### config.mk
export PLATFORM = sky130hd
export DESIGN_NAME = twi_slave
export DESIGN_NICKNAME = d
export VERILOG_FILES = /design/src/rtl/twi_pkg.sv /design/src/rtl/twi_bus_sync.sv /design/src/rtl/twi_regfile.sv /design/src/rtl/twi_slave.sv
export SDC_FILE = /design/constraint.sdc
export NUM_CORES = 1
export LEC_CHECK = 0
export ABC_AREA = 1
export CELL_PAD_IN_SITES_DETAIL_PLACEMENT = 1
export CELL_PAD_IN_SITES_GLOBAL_PLACEMENT = 2
export CORE_ASPECT_RATIO = 0.7
export CORE_MARGIN = 2
export CORE_UTILIZATION = 43
export CTS_CLUSTER_SIZE = 30
export DETAILED_ROUTE_END_ITERATION = 16
export DONT_BUFFER_PORTS = 1
export PLACE_DENSITY = 0.86
export RECOVER_POWER = 25
export SYNTH_ARGS = -nofsm -noshare
export SYNTH_HDL_FRONTEND = slang
export SYNTH_SLANG_ARGS = --single-unit
export TNS_END_PERCENT = 5
### constraint.sdc
create_clock -name clk -period 3.6 [get_ports clk]
set_input_delay 0.9 -clock clk [delete_from_list [all_inputs] [get_ports clk]]
set_output_delay 0.9 -clock clk [all_outputs]
set_load 0.005 [all_outputs]
### src/rtl/twi_pkg.sv
package twi_pkg;
  typedef enum logic [2:0] {
    ST_IDLE,
    ST_ADDR,
    ST_ADDR_ACK,
    ST_RX,
    ST_RX_ACK,
    ST_TX,
    ST_TX_ACK,
    ST_IGNORE
  } twi_state_e;
endpackage

### src/rtl/twi_bus_sync.sv
module twi_bus_sync #(
  parameter int SYNC_STAGES = 2
) (
  input  logic clk,
  input  logic rst,
  input  logic scl_i,
  input  logic sda_i,
  output logic sda_s,
  output logic scl_rise,
  output logic scl_fall,
  output logic start_det,
  output logic stop_det
);
  // one stage past the synchroniser keeps the previous sample
  logic [SYNC_STAGES:0] scl_pipe;
  logic [SYNC_STAGES:0] sda_pipe;
  logic scl_now, scl_old, sda_old;

  always_ff @(posedge clk) begin
    if (rst) begin
      scl_pipe <= '1;
      sda_pipe <= '1;
    end else begin
      scl_pipe <= {scl_pipe[SYNC_STAGES-1:0], scl_i};
      sda_pipe <= {sda_pipe[SYNC_STAGES-1:0], sda_i};
    end
  end

  assign scl_now = scl_pipe[SYNC_STAGES-1];
  assign scl_old = scl_pipe[SYNC_STAGES];
  assign sda_s   = sda_pipe[SYNC_STAGES-1];
  assign sda_old = sda_pipe[SYNC_STAGES];

  assign scl_rise  = scl_now & ~scl_old;
  assign scl_fall  = ~scl_now & scl_old;
  assign start_det = scl_now & scl_old & sda_old & ~sda_s;
  assign stop_det  = scl_now & scl_old & ~sda_old & sda_s;
endmodule

### src/rtl/twi_regfile.sv
module twi_regfile #(
  parameter int DATA_W = 8,
  parameter int DEPTH  = 8,
  parameter int AW     = $clog2(DEPTH)
) (
  input  logic              clk,
  input  logic              we,
  input  logic [AW-1:0]     waddr,
  input  logic [DATA_W-1:0] wdata,
  input  logic [AW-1:0]     raddr,
  output logic [DATA_W-1:0] rdata
);
  logic [DATA_W-1:0] mem [DEPTH];

  always_ff @(posedge clk) begin
    if (we) mem[waddr] <= wdata;
    rdata <= mem[raddr];
  end
endmodule

### src/rtl/twi_slave.sv
module twi_slave
  import twi_pkg::*;
#(
  parameter int               TYPE_W      = 4,
  parameter logic [TYPE_W-1:0] TYPE_CODE  = 4'b1011,
  parameter int               SEL_W       = 3,
  parameter int               NREGS       = 8,
  parameter int               SYNC_STAGES = 2
) (
  input  logic clk,
  input  logic rst,
  input  logic scl_i,
  input  logic sda_i,
  output logic sda_oe,
  output logic busy
);
  localparam int DATA_W = TYPE_W + SEL_W + 1;
  localparam int CNT_W  = $clog2(DATA_W);
  localparam int PTR_W  = $clog2(NREGS);
  localparam logic [CNT_W-1:0] LAST_BIT = CNT_W'(DATA_W - 1);

  logic sda_s, scl_rise, scl_fall, start_det, stop_det;

  twi_bus_sync #(.SYNC_STAGES(SYNC_STAGES)) u_sync (
    .clk(clk), .rst(rst), .scl_i(scl_i), .sda_i(sda_i),
    .sda_s(sda_s), .scl_rise(scl_rise), .scl_fall(scl_fall),
    .start_det(start_det), .stop_det(stop_det)
  );

  twi_state_e        state;
  logic [CNT_W-1:0]  cnt;
  logic              full;
  logic              first_byte;
  logic              mack;
  logic              rw;
  logic [DATA_W-1:0] sh;
  logic [DATA_W-1:0] tx;
  logic [PTR_W-1:0]  ptr;
  logic [SEL_W-1:0]  sel;
  logic              oe_q, busy_q;

  logic              we;
  logic [DATA_W-1:0] rd_mem, rd_byte;
  logic              type_ok, sel_ok;

  // a finished data byte in a write, past the pointer byte
  assign we = (state == ST_RX) && scl_fall && full && !first_byte;

  twi_regfile #(.DATA_W(DATA_W), .DEPTH(NREGS), .AW(PTR_W)) u_regs (
    .clk(clk), .we(we), .waddr(ptr), .wdata(sh), .raddr(ptr), .rdata(rd_mem)
  );

  // register 0 reads back the live select value
  assign rd_byte = (ptr == '0) ? DATA_W'(sel) : rd_mem;
  assign type_ok = (sh[DATA_W-1 -: TYPE_W] == TYPE_CODE);
  assign sel_ok  = (sh[SEL_W:1] == sel);

  always_ff @(posedge clk) begin
    if (rst) begin
      state      <= ST_IDLE;
      cnt        <= '0;
      full       <= 1'b0;
      first_byte <= 1'b0;
      mack       <= 1'b0;
      rw         <= 1'b0;
      sh         <= '0;
      tx         <= '0;
      ptr        <= '0;
      sel        <= '0;
      oe_q       <= 1'b0;
      busy_q     <= 1'b0;
    end else if (start_det) begin
      state  <= ST_ADDR;
      cnt    <= '0;
      full   <= 1'b0;
      oe_q   <= 1'b0;
      busy_q <= 1'b0;
    end else if (stop_det) begin
      state  <= ST_IDLE;
      oe_q   <= 1'b0;
      busy_q <= 1'b0;
    end else begin
      case (state)
        ST_ADDR, ST_RX: begin
          if (scl_rise) begin
            sh   <= {sh[DATA_W-2:0], sda_s};
            cnt  <= cnt + 1'b1;
            full <= (cnt == LAST_BIT);
          end else if (scl_fall && full) begin
            full <= 1'b0;
            if (state == ST_ADDR) begin
              if (type_ok && sel_ok) begin
                rw     <= sh[0];
                oe_q   <= 1'b1;
                busy_q <= 1'b1;
                state  <= ST_ADDR_ACK;
              end else begin
                state <= ST_IGNORE;
              end
            end else begin
              if (first_byte) begin
                ptr        <= sh[PTR_W-1:0];
                first_byte <= 1'b0;
              end else begin
                ptr <= ptr + 1'b1;
                if (ptr == '0) sel <= sh[SEL_W-1:0];
              end
              oe_q  <= 1'b1;
              state <= ST_RX_ACK;
            end
          end
        end
        ST_ADDR_ACK: begin
          if (scl_fall) begin
            cnt <= '0;
            if (rw) begin
              tx    <= rd_byte;
              oe_q  <= ~rd_byte[DATA_W-1];
              state <= ST_TX;
            end else begin
              oe_q       <= 1'b0;
              first_byte <= 1'b1;
              state      <= ST_RX;
            end
          end
        end
        ST_RX_ACK: begin
          if (scl_fall) begin
            oe_q  <= 1'b0;
            cnt   <= '0;
            state <= ST_RX;
          end
        end
        ST_TX: begin
          if (scl_fall) begin
            if (cnt == LAST_BIT) begin
              oe_q  <= 1'b0;
              ptr   <= ptr + 1'b1;
              state <= ST_TX_ACK;
            end else begin
              tx   <= tx << 1;
              oe_q <= ~tx[DATA_W-2];
              cnt  <= cnt + 1'b1;
            end
          end
        end
        ST_TX_ACK: begin
          if (scl_rise) begin
            mack <= ~sda_s;
          end else if (scl_fall) begin
            cnt <= '0;
            if (mack) begin
              tx    <= rd_byte;
              oe_q  <= ~rd_byte[DATA_W-1];
              state <= ST_TX;
            end else begin
              busy_q <= 1'b0;
              state  <= ST_IGNORE;
            end
          end
        end
        default: ;  // idle and ignore wait for a bus condition
      endcase
    end
  end

  assign sda_oe = oe_q;
  assign busy   = busy_q;
endmodule

[Word level (Yosys, flattened, before mapping)]
Memory sizes are Yosys's and may differ from the RTL's. A register that Yosys moved wholly into a read port is not among the register bits.
Index checks and enable logic that the tools add are counted.
Widths: inputs -> output; s select.
Operators by class
  reduce and logical (&&, ||, !) cells: 32
  eq/ne operators: 35
  add/subtract/negate cells: 2
  mux-type cells: 67
  bitwise operators: 18
Operator list (count)
  $mux 3: 22
  $mux 7: 7
  $ne 2x2->1 const B: 17
  $ne 4x4->1 const B: 8
  $reduce_and 8->1: 4
  $mux 1: 29
  $pmux 7 s3: 1
  $reduce_and 10->1: 2
  $reduce_and 9->1: 2
  $pmux 3 s5: 1
  $eq 3x3->1 const B: 4
  $pmux 3 s4: 1
  $not 1->1: 11
  $mux 8: 1
  $reduce_and 4->1: 2
  $reduce_bool 2->1: 4
  $and 1x1->1: 7
  $reduce_and 7->1: 1
  $reduce_bool 7->1: 1
  $add 3x1->3 const B: 2
  $eq 3x2->1 const B: 2
  $pmux 3 s2: 1
  $reduce_and 6->1: 1
  $reduce_or 2->1: 3
  other kinds (15): 20
Word-level totals
  input bits: 4
  output and inout bits: 2
  word-level logic and storage cells: 170
  flip-flop bits (word level): 39
  memory bits (writable): 64
  memories: 1
Memories
  u_regs.mem: words 8, width 8, read ports 1, clocked after Yosys merged registers in 1, write ports 1, line twi_regfile.sv:13  | logic [DATA_W-1:0] mem [DEPTH];

[Logic depth before layout (Yosys ltp)]
  word-level depth: 9
  gate-level depth with buffers: 12
  gate-level depth less buffers: 11

[Modules after synthesis]
Synthesis repeated with hierarchy kept, for this count alone.
Unflattened totals
  cell total of the unflattened synthesis: 672
  area total of the unflattened synthesis: 5335.1 um^2
Modules (own cells, without submodules)
  twi_regfile: times used 1, cells each 303, seq. area each 2082.0 um^2, area an instance 3050.4 um^2
  twi_slave: times used 1, cells each 345, seq. area each 660.6 um^2, area an instance 2087.0 um^2
  twi_bus_sync: times used 1, cells each 24, seq. area each 120.1 um^2, area an instance 197.7 um^2

[Least setup slack after synthesis]
OpenSTA, ideal clock, no wires.
  kind: flip-flop to flip-flop
  from: register state[0]
  to: memory u_regs.mem[0][0], enable pin
  period minus slack after synthesis: 2.171 ns
  data required time: 3.205 ns
  arrival time: 1.777 ns
  path buffers: 1
  library setup time: 0.395 ns
  slack: 1.429 ns
  stages on the path, launching flop included: 6
  path through: dfxtp_1 -> buf_6 -> nand2_1 -> nor2_1 -> nand3_1 -> nor4_1
Between the ends
  cells in the longest elaborated chain, start to end: 6
Ends and longest elaborated chain
  start: declaration: line twi_slave.sv:30  | twi_state_e state;
  start signal: assignment: line twi_slave.sv:60  | state <= ST_IDLE;
  start signal: assignment: line twi_slave.sv:73  | state <= ST_ADDR;
  start signal: assignment: line twi_slave.sv:79  | state <= ST_IDLE;
  $eq 3x2->1: line twi_slave.sv:47  | assign we = (state == ST_RX) && scl_fall && full && !first_byte;
  $logic_and 1x1->1 (3 in series): line twi_slave.sv:47
  $mux 1: line twi_regfile.sv:16  | if (we) mem[waddr] <= wdata;
  $mux 1 (implied by the code): line twi_regfile.sv:16
  end: declaration: line twi_regfile.sv:13
No other way between the ends.

[Worst setup path in the final report]
  from: register state[0]
  to: memory u_regs.mem[1][6], enable pin
Same word-level chain as after synthesis.

==> reports/results.tsv <==
stage	metric	value	unit
logic_synthesis	post-synthesis instance total	527	
logic_synthesis	Synth area leader	edfxtp_1	
finish	share of layout cells above drive strength 1	9.623	%
route	via count	3567	
clock_network	CTS root buf	clkbuf_16	
clock_network	Resize count post-CTS	0	
floorplanning	Die Y	92.65	um
grt	vias in the first global route	3661	
floorplanning	I/O pin total	6	
clock_network	CTS tree	yes	
logic_synthesis	Synth top area share	39.81	%
clock_network	H-Tree Depth	3	
run	Max Cap Viol	0	
route	Iter 0 DRT Violations	237	
sta	RSZ-0062 raised after global routing	false	
sta	Finish-stage setup viols	0	
floorplanning	Die Area	0.01210	sq mm
sta	Slew Viols, Final	0	
pwr	Worst IR Drop VDD	0.0002960	V
clock_network	Worst-path clk slew	70	ps
status	outcome	finished, final reports clean	
grt	largest net degree at the start of global routing	28	
finish	Reg area	0.002863	sq mm
pwr	Leak Pwr	0.002172	uW
sta	Rel. slew slack	53.27	%
worst_setup_path	crit path max fanout	8	
sta	f_max	0.4192	GHz
floorplanning	Die Wd	130.6	um
floorplanning	num rows	32	
sta	WHS	418.0	ps
worst_setup_path	CP arrival	2370	ps
floorplanning	Core ar.	0.01097	sq mm
sta	final worst path period need	2385	ps
worst_setup_path	Worst Path Required	3590	ps
finish	area of the multi-input gates	0.001655	sq mm
clock_network	CTS Buf Count	9	
route	routed wire length	12490	um
grt	remaining global-route overflow	0	
worst_setup_path	Worst setup EP type	flip-flop	
clock_network	CTS Sinks	111	
worst_setup_path	Worst path slowest cell	nor2_1	
grt	GRT Total Usage	22.44	%
logic_synthesis	Yosys reg bits	111	
finish	Area growth syn-to-layout	9.228	%
worst_setup_path	CP cell instances	nand2_1 -> nor2_1 -> nand3_1 -> nor2_1	
hold_path	Hold WC Path Type	reg -> reg	
pwr	power per cell area	496.3	mW/mm^2
clock_network	Post-CTS Hold Fix Bufs	0	
grt	antenna violations before repair	0	
pwr	total power	2617	uW
clock_network	Post-CTS Setup Bufs	0	
logic_synthesis	Synth Area per Inst	9.160	sq um
sta	Total Neg Setup Slack	0	ps
clock_network	Max Buffers Root-to-Sink	2	
finish	most common cell after layout, fill and taps aside	nand2_1	
logic_synthesis	syn nets	535	
grt	first-pass GRT wire length	19890	um
clock_network	clk_lat worst skew	350	ps
finish	number of fill cells	1291	
route	WL per Instance	18.28	um
logic_synthesis	top post-synthesis cells by area	edfxtp_1 (40%), dfxtp_1 (19%), nand2_1 (9.5%), nor2_1 (4.8%), o21ai_0 (4.0%)	
worst_setup_path	Worst Setup Path Type	reg -> reg	
sta	Final Hold Vio Count	0	
placed_design	count of input and output buffers	0	
finish	most frequent cells in the layout	nand2_1 (122), edfxtp_1 (64), nor2_1 (62), dfxtp_1 (47), inv_1 (45)	
route	DR DRC count	0	
sta	Tcrit/Tclk final	66.26	%
logic_synthesis	Mapped Area	0.004827	sq mm
route	vias per inst	5.223	
finish	Ant. Diodes	0	
logic_synthesis	Distinct cells, synth	35	
logic_synthesis	Synthesis Warnings	0	
worst_setup_path	Startpoint Class	flip-flop	
finish	fin nets	533	
sta	Worst Max-Slew Pin Slew	700.0	ps
worst_setup_path	slowest cell delay on critical path	660	ps
route	post-route ant nets	0	
placed_design	routability cong.	0.8501	
sta	clk_skew	5.839	ps
worst_setup_path	CP most frequent cell	nor2_1	
placed_design	HPWL after DPL	8891	um
floorplanning	Initial Utilization	44.00	%
logic_synthesis	sequential area share after synthesis	59.31	%
route	DR pass1 iterations	4	
## sequential cells by signal, summed over array words and instances, names as in the netlist
signal	cells
u_sync.sda_pipe	3
first_byte	1
u_regs.mem	64
sel	3
mack	1
sda_oe	1
busy	1
state	3
sh	8
tx	7
u_regs.rdata	8
ptr	3
full	1
rw	1
cnt	3
u_sync.scl_pipe	3
## area by class of cell
cell class	count	area share [%]
clock buffer	9	4.271
clock inverter	7	1.922
inverter	53	3.916
multi-input combinational	346	31.40
sequential	111	54.30
tap	153	3.631
timing repair buffer	4	0.5695
## power by group
part           total [uW]  internal (uW)  switching, uW
Sequential           1370           1340           23.0
Clock                1090            619            471
Combinational         160           46.0            114
Total                2620           2010            608
## synth_stat cells, drive strengths merged
cell and count:
nor3 2, nand3 27, ha 4, a21oi 36, a22o 1, nand2 131
buf 10, dfxtp 47, a22oi 7, nor4 2, inv 53, nand4 15
nor2 67, and3 1, o22ai 1, o21ai 44, o21a 2, xor2 1
nand3b 1, edfxtp 64, clkbuf 7, or2 4
## cell families (layout without fill, tap and decap cells)
| group | Yosys count | in the layout | share of synthesized area, % |
|---|---|---|---|
| AND/OR/NAND/NOR | 250 | 250 | 22.91 |
| flip-flops | 111 | 111 | 59.31 |
| AO/OA/AOI/OAI | 91 | 91 | 10.16 |
| buffers and inverters | 70 | 73 | 6.402 |
| adder cells (fa/ha/maj) | 4 | 4 | 1.037 |
| XOR/XNOR | 1 | 1 | 0.1815 |
## critical path, delay by kind of cell (launching register included)
family	cells	cell delay, ps
AND/OR/NAND/NOR	4	1410
flip-flops	1	610
## through the flow
| step | cells | util, % | cell area (sq um) | setup WS, ps |
|---|---|---|---|---|
| global placement | 667 | 45.08 | 4946 | 1294 |
| detailed placement | 667 | 45.08 | 4946 | 1206 |
| floorplan | 527 | - | 4827 | 1429 |
| finish | 683 | 48.06 | 5273 | 1215 |
| CTS | 683 | 48.06 | 5273 | 1193 |
| global route | 683 | 48.06 | 5273 | 986.6 |
## layer usage
layer	share of wire (%)	track usage, %	wire (um)	vias to the layer above
met5	0	0	0	-
met4	1.0	6.028	128	0
met3	3.3	4.506	415	10
met2	44	33.85	5513	43
met1	51	32.95	6431	1759
li1	-	-	-	1755
## path summary, 6_finish.rpt
check / start / endpoint / cells after the start / slack [ps]
worst max register to register: state[0] / u_regs.mem[1][6] / 4 / 1210
worst min register to register: u_sync.scl_pipe[0] / u_sync.scl_pipe[1] / 1 / 420
worst max-delay path: state[0] / u_regs.mem[1][6] / 4 / 1210
worst min-delay path: u_sync.scl_pipe[0] / u_sync.scl_pipe[1] / 1 / 420
Power figures use the tool's default switching activity.
